`src/rtl/opalu_pkg.sv`:
```
package opalu_pkg;

   localparam int FLAG_W = 7;
   localparam int F_C  = 0;
   localparam int F_QC = 1;
   localparam int F_HC = 2;
   localparam int F_TC = 3;
   localparam int F_Z  = 4;
   localparam int F_N  = 5;
   localparam int F_V  = 6;

   localparam logic [7:0] OP_NOT = 8'h40;
   localparam logic [7:0] OP_XOR = 8'h41;
   localparam logic [7:0] OP_AND = 8'h42;
   localparam logic [7:0] OP_OR  = 8'h43;
   localparam logic [7:0] OP_ADD = 8'h45;
   localparam logic [7:0] OP_SHL = 8'h46;
   localparam logic [7:0] OP_SHR = 8'h47;
   localparam logic [7:0] OP_SWP = 8'h48;
   localparam logic [7:0] OP_INC = 8'h55;
   localparam logic [7:0] OP_ROL = 8'h56;
   localparam logic [7:0] OP_ROR = 8'h57;
   localparam logic [7:0] OP_SUB = 8'h65;
   localparam logic [7:0] OP_DEC = 8'h75;

   typedef enum logic [2:0] {
      U_NONE,
      U_ADD,
      U_LOGIC,
      U_SHIFT,
      U_SWAP
   } unit_e;

   typedef struct packed {
      logic  legal;
      unit_e unit;
      logic  upd_arith;
      logic  upd_cz;
      logic  upd_z;
   } dec_t;

endpackage

```
`src/rtl/opalu_decode.sv`:
```
module opalu_decode
   import opalu_pkg::*;
(
   input  logic [7:0] opcode,
   output dec_t       dec
);

   always_comb begin
      dec = '{legal: 1'b0, unit: U_NONE, upd_arith: 1'b0, upd_cz: 1'b0, upd_z: 1'b0};
      unique case (opcode)
         OP_ADD, OP_INC, OP_SUB, OP_DEC: begin
            dec.legal     = 1'b1;
            dec.unit      = U_ADD;
            dec.upd_arith = 1'b1;
         end
         OP_NOT, OP_XOR, OP_AND, OP_OR: begin
            dec.legal = 1'b1;
            dec.unit  = U_LOGIC;
            dec.upd_z = 1'b1;
         end
         OP_SHL, OP_SHR: begin
            dec.legal  = 1'b1;
            dec.unit   = U_SHIFT;
            dec.upd_cz = 1'b1;
         end
         OP_ROL, OP_ROR: begin
            dec.legal = 1'b1;
            dec.unit  = U_SHIFT;
         end
         OP_SWP: begin
            dec.legal = 1'b1;
            dec.unit  = U_SWAP;
         end
         default: ;
      endcase
   end

endmodule

```
`src/rtl/opalu_adder.sv`:
```
module opalu_adder #(
   parameter int WIDTH = 16,
   parameter int SEGS  = 4
) (
   input  logic [WIDTH-1:0] a,
   input  logic [WIDTH-1:0] b,
   input  logic             sub,
   input  logic             use_one,
   output logic [WIDTH-1:0] sum,
   output logic [SEGS:0]    seg_carry,
   output logic             ovf
);

   localparam int SEG_W = WIDTH / SEGS;

   if (WIDTH % SEGS != 0) begin : g_bad_seg
      $error("opalu_adder: WIDTH must split evenly into SEGS segments");
   end

   logic [WIDTH-1:0] b_sel;
   logic [WIDTH-1:0] b_eff;

   assign b_sel        = use_one ? WIDTH'(1) : b;
   assign b_eff        = sub ? ~b_sel : b_sel;
   assign seg_carry[0] = sub;

   for (genvar g = 0; g < SEGS; g++) begin : g_seg
      assign {seg_carry[g+1], sum[g*SEG_W +: SEG_W]} =
         {1'b0, a[g*SEG_W +: SEG_W]} + {1'b0, b_eff[g*SEG_W +: SEG_W]}
         + {{SEG_W{1'b0}}, seg_carry[g]};
   end

   assign ovf = (a[WIDTH-1] == b_eff[WIDTH-1]) && (sum[WIDTH-1] != a[WIDTH-1]);

endmodule

```
`src/rtl/opalu_logic.sv`:
```
module opalu_logic #(
   parameter int WIDTH = 16
) (
   input  logic [1:0]       sel,
   input  logic [WIDTH-1:0] a,
   input  logic [WIDTH-1:0] b,
   output logic [WIDTH-1:0] y
);

   always_comb begin
      unique case (sel)
         2'b00: y = ~a;
         2'b01: y = a ^ b;
         2'b10: y = a & b;
         2'b11: y = a | b;
      endcase
   end

endmodule

```
`src/rtl/opalu_shift.sv`:
```
module opalu_shift #(
   parameter int WIDTH = 16
) (
   input  logic [WIDTH-1:0] a,
   input  logic             right,
   input  logic             rotate,
   input  logic             cin,
   output logic [WIDTH-1:0] y,
   output logic             cout
);

   logic fill;

   always_comb begin
      if (right) begin
         fill = rotate ? a[0] : cin;
         y    = {fill, a[WIDTH-1:1]};
         cout = a[0];
      end else begin
         fill = rotate ? a[WIDTH-1] : cin;
         y    = {a[WIDTH-2:0], fill};
         cout = a[WIDTH-1];
      end
   end

endmodule

```
`src/rtl/opalu.sv`:
```
module opalu
   import opalu_pkg::*;
#(
   parameter int WIDTH = 16
) (
   input  logic              clk,
   input  logic              rst_n,
   input  logic              en,
   input  logic [7:0]        opcode,
   input  logic [WIDTH-1:0]  dst_i,
   input  logic [WIDTH-1:0]  src_i,
   output logic [WIDTH-1:0]  result_o,
   output logic              illegal_o,
   output logic [FLAG_W-1:0] flags_o
);

   localparam int SEGS   = 4;
   localparam int HALF_W = WIDTH / 2;

   if (WIDTH % 8 != 0 || WIDTH < 8) begin : g_bad_width
      $error("opalu: WIDTH must be a multiple of 8 and at least 8");
   end

   dec_t              dec;
   logic [WIDTH-1:0]  add_y, log_y, sh_y, swp_y;
   logic [SEGS:0]     seg_c;
   logic              add_v, sh_c;
   logic              res_zero;
   logic [FLAG_W-1:0] flags_q, flags_d;

   opalu_decode u_dec (
      .opcode (opcode),
      .dec    (dec)
   );

   opalu_adder #(.WIDTH(WIDTH), .SEGS(SEGS)) u_add (
      .a         (dst_i),
      .b         (src_i),
      .sub       (opcode[5]),
      .use_one   (opcode[4]),
      .sum       (add_y),
      .seg_carry (seg_c),
      .ovf       (add_v)
   );

   opalu_logic #(.WIDTH(WIDTH)) u_log (
      .sel (opcode[1:0]),
      .a   (dst_i),
      .b   (src_i),
      .y   (log_y)
   );

   opalu_shift #(.WIDTH(WIDTH)) u_sh (
      .a      (dst_i),
      .right  (opcode[0]),
      .rotate (opcode[4]),
      .cin    (flags_q[F_C]),
      .y      (sh_y),
      .cout   (sh_c)
   );

   assign swp_y = {dst_i[HALF_W-1:0], dst_i[WIDTH-1:HALF_W]};

   always_comb begin
      unique case (dec.unit)
         U_ADD:   result_o = add_y;
         U_LOGIC: result_o = log_y;
         U_SHIFT: result_o = sh_y;
         U_SWAP:  result_o = swp_y;
         default: result_o = '0;
      endcase
   end

   assign illegal_o = ~dec.legal;
   assign res_zero  = (result_o == '0);

   always_comb begin
      flags_d = flags_q;
      if (dec.upd_arith) begin
         flags_d[F_C]  = seg_c[4];
         flags_d[F_QC] = seg_c[1];
         flags_d[F_HC] = seg_c[2];
         flags_d[F_TC] = seg_c[3];
         flags_d[F_Z]  = res_zero;
         flags_d[F_N]  = result_o[WIDTH-1];
         flags_d[F_V]  = add_v;
      end
      if (dec.upd_cz) begin
         flags_d[F_C] = sh_c;
         flags_d[F_Z] = res_zero;
      end
      if (dec.upd_z) begin
         flags_d[F_Z] = res_zero;
      end
   end

   always_ff @(posedge clk or negedge rst_n) begin
      if (!rst_n)
         flags_q <= '0;
      else if (en && dec.legal)
         flags_q <= flags_d;
   end

   assign flags_o = flags_q;

endmodule

```
`config.mk`:
```
export PLATFORM = sky130hd
export DESIGN_NAME = opalu
export DESIGN_NICKNAME = d
export VERILOG_FILES = /design/src/rtl/opalu_pkg.sv /design/src/rtl/opalu_decode.sv /design/src/rtl/opalu_adder.sv /design/src/rtl/opalu_logic.sv /design/src/rtl/opalu_shift.sv /design/src/rtl/opalu.sv
export SDC_FILE = /design/constraint.sdc
export NUM_CORES = 1
export LEC_CHECK = 0
export ABC_AREA = 1
export ABC_CLOCK_PERIOD_IN_PS = 11500
export BUFFER_PORTS_ARGS = -buffer_cell sky130_fd_sc_hd__buf_2
export CORE_AREA = 2 2 83 85
export CTS_CLUSTER_DIAMETER = 40
export DETAILED_ROUTE_END_ITERATION = 7
export DIE_AREA = 0 0 85 87
export HOLD_SLACK_MARGIN = 0.12
export PLACE_DENSITY = 0.82
export REMOVE_ABC_BUFFERS = 1
export SLEW_MARGIN = 20
export SYNTH_ARGS = -nofsm -noshare
export SYNTH_HDL_FRONTEND = slang
export SYNTH_HIERARCHICAL = 1
export SYNTH_SLANG_ARGS = --single-unit
```
`constraint.sdc`:
```
create_clock -name clk -period 11.5 [get_ports clk]
set_clock_uncertainty 0.05 [all_clocks]
set_input_delay 0.575 -clock clk [delete_from_list [all_inputs] [get_ports clk]]
set_output_delay 0.575 -clock clk [all_outputs]
set_load 0.005 [all_outputs]
```
* After elaboration in Yosys (flattened, before gate mapping)
Index checks and enable logic that the tools add are counted.
Storage, ports and cells: flip-flop bits (word level) 7, latch bits 0, bits in writable memories 0, ROM bits 0, input port bits 43, output and inout port bits 24, word-level logic and storage cells 68, memories 0
Operators by class: add/subtract/negate cells 8, $mul 0, divide/modulo/power cells 0, $lt $le $gt $ge 0, equal/unequal tests 22, shift operators 0, mux-type cells 16, bitwise operators 6, reductions and logical operators 13
Operator list (count):
- one-hot mux 16 bit (4 select lines) | 2
- equality test 8 x 7 -> 1 bit, second input constant | 13
- two-way mux 16 bit | 3
- NOT 16 bit | 2
- adder 4 x 4 -> 5 bit | 4
- adder 5 x 1 -> 5 bit | 4
- AND 16 bit | 1
- zero test 16 bit | 1
- bitwise OR 16 bit | 1
- one-hot mux 4 bit (4 select lines) | 1
- bitwise XOR 16 bit | 1
- OR reduction 4 bit | 3
- two-way mux 1 bit | 9
- equality test 3 x 2 -> 1 bit, second input constant | 2
- AND reduction 2 bit | 3
- two-way mux 5 bit | 1
- equality test 2 bit, second input constant | 2
- equality test 3 x 1 -> 1 bit, second input constant | 1
- equality test 3 bit, second input constant | 1
- nonzero test 3 bit | 1
- equality test 2 x 1 -> 1 bit, second input constant | 1
- logical AND 1 bit | 2
- zero test 2 bit | 1
- nonzero test 2 bit | 1
- 4 further kinds | 4

* Depth between registers and ports, before layout
depth after elaboration 13, gate-level depth with buffers 28, gate-level depth less buffers 28

* Cells and area by module
Netlist, hierarchy kept.
Modules (own cells, without submodules):
- opalu | times used 1, cells an instance 189, area an instance 1089.8 µm², seq. area each 175.2 µm²
- opalu_logic | times used 1, cells an instance 174, area an instance 1063.5 µm², seq. area each 0.0 µm²
- opalu_adder | times used 1, cells an instance 131, area an instance 907.1 µm², seq. area each 0.0 µm²
- opalu_shift | times used 1, cells an instance 56, area an instance 311.5 µm², seq. area each 0.0 µm²
- opalu_decode | times used 1, cells an instance 24, area an instance 125.1 µm², seq. area each 0.0 µm²

* Least setup slack after synthesis
No wires, ideal clock.
kind in2out, from input opcode[5], to output result_o[13], data arrival time 4270 ps, data required time 10875 ps, slack 6605 ps, stages on the path 20, path buffers 1, path through buf_6 xor2_1 fa_1 inv_1 a31oi_1 fa_1 fa_1 inv_1 a31oi_1 fa_1 inv_1 fa_1 a31oi_1 fa_1 inv_1 fa_1 nand2_1 nand2_1 nor2_1 inv_1
Between the ends: longest elaborated chain between the ends 7, elaborated cells on any way between the ends 31, those cells by class add/sub (8); eq/ne (17); mux (3); reduce/logical (3)
RTL lines:
- start, declared | RTL line opalu.sv:9 | input logic [7:0] opcode,
- two-way mux 16 bit | RTL line opalu_adder.sv:24 | assign b_eff = sub ? ~b_sel : b_sel;
- adder 4 x 4 -> 5 bit | RTL line opalu_adder.sv:29 | {1'b0, a[g*SEG_W +: SEG_W]} + {1'b0, b_eff[g*SEG_W +: SEG_W]}
- adder 5 x 1 -> 5 bit (3 in a row) | RTL line opalu_adder.sv:30 | + {{SEG_W{1'b0}}, seg_carry[g]};
- adder 5 x 1 -> 5 bit * | RTL line opalu_adder.sv:30
- via add_y[13] | RTL line opalu.sv:25 | logic [WIDTH-1:0] add_y, log_y, sh_y, swp_y;
- one-hot mux 16 bit (4 select lines) * | RTL line opalu.sv:65 | unique case (dec.unit)
- end, declared | RTL line opalu.sv:12 | output logic [WIDTH-1:0] result_o,
The timed path passes the listed nets; every way through them passes the cells marked *.

* Worst setup path in the final report
from input opcode[4], to output result_o[13]
Between the ends: longest elaborated chain between the ends 9, elaborated cells on any way between the ends 33, those cells by class add/sub (8); eq/ne (17); mux (4); bitwise (1); reduce/logical (3)
RTL lines:
- two-way mux 16 bit * | RTL line opalu_adder.sv:23 | assign b_sel = use_one ? WIDTH'(1) : b;
- NOT 16 bit | RTL line opalu_adder.sv:24
- two-way mux 16 bit * | RTL line opalu_adder.sv:24
- adder 4 x 4 -> 5 bit | RTL line opalu_adder.sv:29
- adder 5 x 1 -> 5 bit (3 in a row) | RTL line opalu_adder.sv:30
- adder 5 x 1 -> 5 bit * | RTL line opalu_adder.sv:30
- via add_y[13] | RTL line opalu.sv:25
- one-hot mux 16 bit (4 select lines) * | RTL line opalu.sv:65
Marks and branches as above.

==> results.cfg <==
[timing]
fin_crit_sh_pct = 50.1
rsz0062_at_grt = no
setup_viol = 0
period_minus_slack_ps = 5760
drv_slew = 0
max_freq_ghz = 0.174
tightest_slew_ps = 683
maxSlewHeadroom_pct = 54.4
setup_tns_ps = 0
hold_violations = 0

[layout]
largest_reg_flops = 7
final_cell_mix = nand2_1, inv_1, buf_2
syn_to_final_growth_pct = 7.06
antenna_cells = 0
layoutNonFillerInstCount = 703
drive_gt1_share_pct = 20.2
final_common_cell = nand2_1
nets = 718
n_fill_cell = 647

[routing]
drc = 0
vias = 3804
drt_iter0_drc = 250
ant_nets = 0
post_drt_wl_per_cell_um = 14.3
first_pass_iters = 5
viasPerCell = 5.41
routed_wl_mm = 10.0

[cts]
cts_tree = yes
clock-sinks = 7
clock_path_buffers = 2
clk_latency_ps = 230
ctsHoldBuffers = 0
clkTransAtPathRegs_ps = 40
cts_setup_buffers = 0
cts-resized-gates = 0
cts_buffers = 3
clockRootBuffer = clkbuf_8
h-tree-depth = 1

[global_routing]
grt_pass1_vias = 3559
grt_pass1_wl_mm = 16.5
antenna_found_initial = 0
grt_overflow_total = 0
grt_max_degree = 41
grtUsageTotal_pct = 27.3

[placement]
gp_congestion = 0.925
hpwl_mm = 7.64
dp.cells = 699
io_buffers = 66

[setup_path]
endpoint_kind = output port
cp-startpoint = opcode[4]
cp.arrival_ps = 5140
r2r_start = flags_o[0]
critPathKind = in2out
worstPathRequired_ps = 10880
cp-start-kind = input port
path_max_fanout = 15

[die]
ios = 67
start_util_pct = 53.1
design.core.area_um2 = 6570
rows = 30
dieWidth_um = 85
die_area_um2 = 7400
die_h_um = 87

[synth]
netlist_area_um2 = 3490
syn-mean-instance-area_um2 = 6.09
synth_cells = 573
synth_warnings = 6

[power_and_ir_drop]
powerDensity_nw_per_um2 = 49.7
peakVddDrop_mv = 0.0372
total_leakage_power_nw = 2.37

[min_path]
hp-class = in2async

[run]
drv_cap = 0

[status]
status = completed
## cell type report
cell class | instances | area, um2 | share of cell area, %
clock buffer | 4 | 45.0 | 1.21
inverter | 132 | 505 | 13.5
multi-input combinational | 412 | 2560 | 68.7
sequential | 7 | 175 | 4.69
tap | 80 | 100 | 2.68
timing repair buffer | 68 | 345 | 9.24
## worst max-delay path: stages
cell	delay, ps
buf_2	150
inv_2	270
nand2_1	130
xor2_1	190
fa_1	470
inv_1	80
a31oi_1	120
fa_1	440
fa_1	420
inv_1	70
a31oi_1	110
fa_1	370
inv_1	100
fa_1	210
a31oi_1	130
fa_1	370
inv_1	90
fa_1	400
nand2_1	70
nand2_1	50
nor2_1	130
inv_1	50
buf_2	120
## report_power, final
part	total, mW	switching [mW]	internal [mW]
clock	0.0366	0.0125	0.0241
sequential	0.0256	0.000343	0.0253
combinational	0.124	0.0782	0.0453
total	0.186	0.0911	0.0947
## per-stage QoR
step / util [%] / worst slack, ps / instance area [um2] / total power [mW] / hold WS [ps]
2_1_floorplan: - / 6520 / 3250 / 0.105 / 229
3_3_place_gp: 56.2 / 5920 / 3690 / 0.142 / 360
3_5_place_dp: 56.2 / 5790 / 3690 / 0.147 / 373
4_1_cts: 56.9 / 5780 / 3740 / 0.184 / 126
5_1_grt: 56.9 / 5480 / 3740 / 0.204 / 123
6_report: 56.9 / 5740 / 3740 / 0.186 / 122
## path summary, 6_finish.rpt
path,endpoint,cells past startpoint,slack (ps)
worst max-delay path,result_o[13],23,5740
worst min-delay path,flags_o[3],1,120
worst max register to register,flags_o[4],9,10050
worst min register to register,flags_o[4],2,430
max in group asynchronous,flags_o[0],1,11110
min in group clk,flags_o[4],2,430
## layer usage
metal  global-route usage, %  vias up  part of all wire [%]
met2                    48.3      192                    47
met3                    2.56       17                   7.9
met5                       0        -                     0
met1                    35.0     1718                    43
li1                        -     1877                     -
met4                    8.66        0                   1.9
Note: power is estimated with default switching activity, not from simulation.
